===== src/rtl/stcap_pkg.sv =====
package stcap_pkg;
   localparam int NUM_EV = 4;
   typedef enum int unsigned {
      EV_FULL  = 0,
      EV_EMPTY = 1,
      EV_UNDER = 2,
      EV_OVER  = 3
   } ev_idx_e;
endpackage


===== src/rtl/stcap_stamp.sv =====
module stcap_stamp #(
   parameter int TS_W = 18
) (
   input  logic            clk,
   input  logic            rst_n,
   input  logic            run,
   output logic [TS_W-1:0] stamp
);
   if (TS_W < 2) begin : g_bad_ts
      $error("stcap_stamp: TS_W must be at least 2");
   end

   always_ff @(posedge clk or negedge rst_n) begin
      if (!rst_n)   stamp <= '0;
      else if (run) stamp <= stamp + 1'b1;
   end
endmodule


===== src/rtl/stcap_fifo.sv =====
module stcap_fifo #(
   parameter int WORD_W = 32,
   parameter int DEPTH  = 4,
   localparam int PTR_W = (DEPTH > 1) ? $clog2(DEPTH) : 1,
   localparam int LVL_W = $clog2(DEPTH + 1)
) (
   input  logic              clk,
   input  logic              rst_n,
   input  logic              flush,
   input  logic              push,
   input  logic              pop,
   input  logic [WORD_W-1:0] wdata,
   output logic [WORD_W-1:0] rdata,
   output logic [LVL_W-1:0]  level,
   output logic              full,
   output logic              empty,
   output logic              ovf_evt,
   output logic              udf_evt
);
   if (DEPTH < 2) begin : g_bad_depth
      $error("stcap_fifo: DEPTH must be at least 2");
   end

   logic [WORD_W-1:0] mem [DEPTH];
   logic [PTR_W-1:0]  wr_ptr, rd_ptr;
   logic              do_push, do_pop;

   assign full    = (level == LVL_W'(DEPTH));
   assign empty   = (level == '0);
   assign do_pop  = pop && !empty;
   assign do_push = push && (!full || pop);
   assign ovf_evt = push && full && !pop;
   assign udf_evt = pop && empty;

   function automatic logic [PTR_W-1:0] ptr_next(input logic [PTR_W-1:0] p);
      return (p == PTR_W'(DEPTH - 1)) ? '0 : p + 1'b1;
   endfunction

   always_ff @(posedge clk) begin
      if (do_push && !flush) mem[wr_ptr] <= wdata;
   end

   always_ff @(posedge clk or negedge rst_n) begin
      if (!rst_n) begin
         wr_ptr <= '0;
         rd_ptr <= '0;
         level  <= '0;
         rdata  <= '0;
      end else if (flush) begin
         wr_ptr <= '0;
         rd_ptr <= '0;
         level  <= '0;
         rdata  <= '0;
      end else begin
         if (do_push) wr_ptr <= ptr_next(wr_ptr);
         if (do_pop)  rd_ptr <= ptr_next(rd_ptr);
         if (pop)     rdata  <= do_pop ? mem[rd_ptr] : '0;
         case ({do_push, do_pop})
            2'b10:   level <= level + 1'b1;
            2'b01:   level <= level - 1'b1;
            default: level <= level;
         endcase
      end
   end


   level_bound_chk: assert property (@(posedge clk) disable iff (!rst_n)
      level <= LVL_W'(DEPTH));

   ovf_hold_chk: assert property (@(posedge clk) disable iff (!rst_n || flush)
      ovf_evt |=> $stable(level));

   udf_zero_chk: assert property (@(posedge clk) disable iff (!rst_n || flush)
      udf_evt |=> (rdata == '0));
endmodule


===== src/rtl/stcap_events.sv =====
module stcap_events #(
   parameter int NEV = stcap_pkg::NUM_EV
) (
   input  logic           clk,
   input  logic           rst_n,
   input  logic           flush,
   input  logic [NEV-1:0] set_vec,
   input  logic           clr_stb,
   input  logic [NEV-1:0] clr_mask,
   output logic [NEV-1:0] status
);
   logic [NEV-1:0] pend;

   for (genvar i = 0; i < NEV; i++) begin : g_bit
      always_ff @(posedge clk or negedge rst_n) begin
         if (!rst_n) begin
            pend[i]   <= 1'b0;
            status[i] <= 1'b0;
         end else if (flush) begin
            pend[i]   <= 1'b0;
            status[i] <= 1'b0;
         end else begin
            pend[i]   <= clr_stb && clr_mask[i];
            status[i] <= set_vec[i] || (status[i] && !pend[i]);
         end
      end


      set_wins_chk: assert property (@(posedge clk) disable iff (!rst_n || flush)
         set_vec[i] |=> status[i]);

      clr_take_chk: assert property (@(posedge clk) disable iff (!rst_n || flush)
         (pend[i] && !set_vec[i]) |=> !status[i]);
   end
endmodule


===== src/rtl/stcap_channel.sv =====
module stcap_channel #(
   parameter int SMP_W = 14,
   parameter int TS_W  = 18,
   parameter int DEPTH = 4,
   localparam int WORD_W = SMP_W + TS_W,
   localparam int LVL_W  = $clog2(DEPTH + 1),
   localparam int NEV    = stcap_pkg::NUM_EV
) (
   input  logic              clk,
   input  logic              rst_n,
   input  logic              lane_en,
   input  logic              soft_rst,
   input  logic              smp_vld,
   input  logic [SMP_W-1:0]  smp_val,
   input  logic              rd_stb,
   output logic [WORD_W-1:0] rd_word,
   output logic [LVL_W-1:0]  fill_lvl,
   input  logic [NEV-1:0]    evt_mask,
   input  logic              clr_stb,
   input  logic [NEV-1:0]    clr_mask,
   output logic [NEV-1:0]    evt_stat,
   input  logic              dma_sel,
   output logic              irq,
   output logic              dma_req
);
   import stcap_pkg::*;

   if (SMP_W < 1) begin : g_bad_smp
      $error("stcap_channel: SMP_W must be positive");
   end

   logic [TS_W-1:0] stamp;
   logic            full, empty, ovf_evt, udf_evt;
   logic [NEV-1:0]  set_vec;

   stcap_stamp #(.TS_W(TS_W)) u_stamp (
      .clk(clk), .rst_n(rst_n), .run(lane_en), .stamp(stamp)
   );

   stcap_fifo #(.WORD_W(WORD_W), .DEPTH(DEPTH)) u_fifo (
      .clk(clk), .rst_n(rst_n), .flush(soft_rst),
      .push(smp_vld && lane_en), .pop(rd_stb),
      .wdata({stamp, smp_val}), .rdata(rd_word), .level(fill_lvl),
      .full(full), .empty(empty), .ovf_evt(ovf_evt), .udf_evt(udf_evt)
   );

   always_comb begin
      set_vec           = '0;
      set_vec[EV_FULL]  = full;
      set_vec[EV_EMPTY] = empty;
      set_vec[EV_UNDER] = udf_evt;
      set_vec[EV_OVER]  = ovf_evt;
   end

   stcap_events #(.NEV(NEV)) u_events (
      .clk(clk), .rst_n(rst_n), .flush(soft_rst), .set_vec(set_vec),
      .clr_stb(clr_stb), .clr_mask(clr_mask), .status(evt_stat)
   );

   assign irq     = !dma_sel && |(evt_stat & evt_mask);
   assign dma_req = dma_sel && !empty;


   srst_clear_chk: assert property (@(posedge clk) disable iff (!rst_n)
      soft_rst |=> (fill_lvl == '0 && evt_stat == '0 && rd_word == '0));
endmodule


===== config.mk =====
export PLATFORM = sky130hd
export DESIGN_NAME = stcap_channel
export DESIGN_NICKNAME = d
export VERILOG_FILES = /design/src/rtl/stcap_pkg.sv /design/src/rtl/stcap_stamp.sv /design/src/rtl/stcap_fifo.sv /design/src/rtl/stcap_events.sv /design/src/rtl/stcap_channel.sv
export SDC_FILE = /design/constraint.sdc
export NUM_CORES = 1
export LEC_CHECK = 0
export BUFFER_PORTS_ARGS = -buffer_cell sky130_fd_sc_hd__buf_2
export CORE_MARGIN = 1.5
export CORE_UTILIZATION = 45
export CTS_BUF_LIST = sky130_fd_sc_hd__clkbuf_8
export DETAILED_ROUTE_END_ITERATION = 16
export GPL_TIMING_DRIVEN = 0
export PLACE_DENSITY = 0.66
export SYNTH_ARGS = -nofsm -noshare
export SYNTH_HDL_FRONTEND = slang
export SYNTH_SLANG_ARGS = --single-unit

===== constraint.sdc =====
create_clock -name clk -period 2.2 [get_ports clk]
set_clock_uncertainty 0.2 [all_clocks]
set_input_delay 0 -clock clk [delete_from_list [all_inputs] [get_ports clk]]
set_output_delay 0 -clock clk [all_outputs]
set_load 0.1 [all_outputs]

==> flow_summary_export.csv <==
group,metric,value,unit
die,rows,47,
synth,yosysWarnings,0,
critical_path,cp.arrival,2.34,ns
timing,worst_pin_slew,0.887,ns
place,post-dp-hpwl,8160,um
route,first_pass_iters,4,
layout,drive_gt1_share,37.9,%
route,detail-route-antenna-nets,0,
die,ios,71,
critical_path,end_kind,"flop",
cts,clock_sinks,193,
outcome,status,"complete, no violations",
die,die_area,0.0175,sq mm
run,maxCapViolations,0,
global_routing,antenna_found_initial,0,
synth,synth_compound_area_share,6.26,%
synth,synth_edf_count,128,
cts,path_clk_slew,0.09,ns
synth,synth_top_area_cell,"edfxtp_1",
cts,cts_tree,"done",
timing,hold_violations,0,
die,core-area,0.0164,sq mm
synth,ys_types,47,
cts,clock-root-buffer,"clkbuf_8",
timing,timing.final.crit_period,2.16,ns
timing,whs,0.00428,ns
place,numPortBuffers,68,
power_and_ir_drop,powerDensity,930,mW/mm^2
synth,synth_area_leaders,"edfxtp_1, dfrtp_1, mux4_2",
synth,syn_avg_cell_area,19.1,sq um
layout,area_growth,18.4,%
power_and_ir_drop,cellLeakagePower,0.00340,uW
global_routing,grt_max_degree,66,
global_routing,grt_overflow,0,
synth,async_reset_ff_share,33.7,%
synth,netlist_area,0.00750,sq mm
die,start_util,45.7,%
synth,synth_top_area_share,51.2,%
route,vias,3862,
critical_path,cp-start-kind,"flop",
route,wirelength,14000,um
synth,synthesis.instances,393,
power_and_ir_drop,p_seq_share,52.5,%
synth,synth-adder-area-share,1.27,%
synth,synth_xor_area_share,2.10,%
timing,finalSetupViolations,0,
layout,antenna_cells,0,
power_and_ir_drop,p_clk_share,28.1,%
timing,slew_violations,0,
timing,fmax,462,MHz
power_and_ir_drop,pwr-share-comb,19.4,%
timing,min_period_over_period,98.3,%
timing,grt_setup_unrepaired,"yes",
power_and_ir_drop,netSwitchingFraction,30.1,%
global_routing,grt_pass1_wl,22400,um
critical_path,cp_max_fo,8,
critical_path,path_class,"reg2reg",
synth,muxShareOfSynthArea,10.0,%
synth,synth_nets,430,
place,place.gp.congestion,0.743,
die,fp.dieH,132,um
global_routing,grt_pass1_vias,4125,
timing,relSlewSlack,40.8,%
route,first_iter_violations,202,
cts,htree_levels,4,
route,drcViolationCount,0,
cts,clkLatencyLatePin,0.46,ns
critical_path,worstPathRequired,2.38,ns
synth,yosys.area_share.simple,5.29,%
synth,synthFlopType,"edfxtp_1",
global_routing,track_usage,17.1,%
power_and_ir_drop,internal-power,5770,uW
route,avgRoutedWirePerCell,18.7,um
power_and_ir_drop,p_sw,2480,uW
cts,cts_buffers,17,
layout,final_nets,549,
worst_hold_path,hp-class,"in2async",
synth,ys_ff_latch,193,
synth,synth_top_family_by_area,"multiplexers",
die,chipWidth,132,um
synth,ys_seq_area_share,72.9,%
power_and_ir_drop,vdd_drop_max,0.432,mV
cts,clock_path_buffers,2,
route,via_per_inst,5.18,
timing,fin_tns_setup,0,ns
layout,n_fill_cell,1271,
==> critical path: stages, from the launching register on <==
cell and delay [ns]:
dfrtp_4 0.54, o31ai_4 0.32, nor2_2 0.09, fa_2 0.37, and4b_1 0.24, a21oi_1 0.12
a32oi_1 0.07, a21oi_1 0.15
==> power groups by stage <==
| stage | registers [uW] | clock network, uW | logic, uW |
|---|---|---|---|
| finish | 4330 | 2320 | 1600 |
| CTS | 4340 | 2370 | 1590 |
| global route | 4370 | 2510 | 1710 |
| floorplan | 4950 | 0 | 670 |
| global placement | 4400 | 0 | 1530 |
| detailed placement | 4420 | 0 | 1550 |
==> cells by family after synthesis <==
logic type / Yosys count
buf+inv: 22
simple gates: 64
fa+ha+maj: 7
flops: 193
mux: 35
compound gates: 54
xor+xnor: 18
==> routing by layer <==
metal,GRT usage [%],share of wire (%),vias to the layer above
met2,27.6,51,72
met1,22.8,45,2001
met4,5.25,1.1,0
li1,-,-,1778
met5,0,0,-
met3,4.65,3.3,11
==> final cells by class <==
type,instances,area [sq um],area share (%)
sequential,193,5480,61.7
multi-input combinational,179,1920,21.6
timing repair buffer,99,643,7.24
tap,220,275,3.10
clock buffer,17,234,2.64
clock inverter,15,165,1.86
buffer,18,144,1.62
inverter,4,15.0,0.169
==> final timing paths <==
check / endpoint / slack (ns) / from / cells past startpoint
worst max-delay path: u_fifo.level[2] / 0.04 / u_fifo.level[2] / 7
worst min-delay path: u_fifo.rdata[11] / 0.004 / rst_n / 2
worst max register to register: u_fifo.level[2] / 0.04 / u_fifo.level[2] / 7
worst min register to register: u_fifo.rdata[6] / 0.30 / u_fifo.rdata[6] / 1
max in group asynchronous: u_fifo.level[1] / 1.13 / rst_n / 2
min in group clk: u_fifo.mem[3][13] / 0.08 / smp_val[13] / 2
==> Yosys cell counts (2+ instances only) <==
library cell and instances:
and4_1 2, and2_1 11, a22o_2 30, edfxtp_1 128, clkbuf_1 7, inv_1 4
ha_1 6, nand3_1 3, nand4_1 2, xnor2_1 8, o21ai_0 2, a21oi_1 10
buf_6 10, a22oi_1 2, and3_1 3, dfrtp_1 65, mux4_2 32, o21bai_1 2
nand2_1 7, a22o_1 2, nor3_1 3, xor2_1 10, nor2b_1 5, nor2_1 16
==> flip-flops by register name, summed over array words and instances (netlist names) <==
name and cells:
u_fifo.mem 128, u_fifo.rdata 32, u_stamp.stamp 18, u_events.pend 4, u_events.status 4, u_fifo.level 3
u_fifo.rd_ptr 2, u_fifo.wr_ptr 2
==> stage by stage <==
| step | cell area (sq um) | util [%] | cells | worst slack [ns] | power, uW |
|---|---|---|---|---|---|
| floorplan | 7530 | - | 393 | -0.0544 | 5620 |
| global placement | 8150 | 49.7 | 681 | -0.204 | 5930 |
| detailed placement | 8150 | 49.7 | 681 | -0.219 | 5970 |
| CTS | 8820 | 53.8 | 740 | -0.245 | 8300 |
| global route | 8880 | 54.1 | 745 | -0.0418 | 8590 |
| finish | 8880 | 54.1 | 745 | 0.0372 | 8250 |
==> placed cells by master (no fill, tap or decap), types with 2 or more instances in the layout <==
master	n
a21oi_1	8
a21oi_2	2
a22o_1	2
a22o_2	30
a22oi_1	2
and2_1	7
and2_4	4
and3_1	3
and4_1	2
buf_2	68
buf_4	5
buf_6	10
bufinv_16	3
clkbuf_1	7
clkbuf_8	17
clkinv_2	6
clkinvlp_4	2
dfrtp_1	62
dfrtp_4	3
dlygate4sd3_1	27
edfxtp_1	128
ha_1	6
inv_1	4
inv_6	2
mux4_2	32
nand2_1	7
nand3_1	3
nand4_1	2
nor2_1	15
nor2_2	2
nor2b_1	5
nor3_1	2
o21ai_0	2
o21bai_1	2
xnor2_1	8
xor2_1	10
==> timing repair <==
item                                    4_1_cts  5_1_grt
gates resized for setup                       0        7
cloned                                        0        1
endpoints found under the setup margin      129      130
buffers inserted                              0        4
endpoints found under the hold margin       175        0
pin swaps                                     1        5
hold buffers                                 27        0
Power figures use the tool's default switching activity.
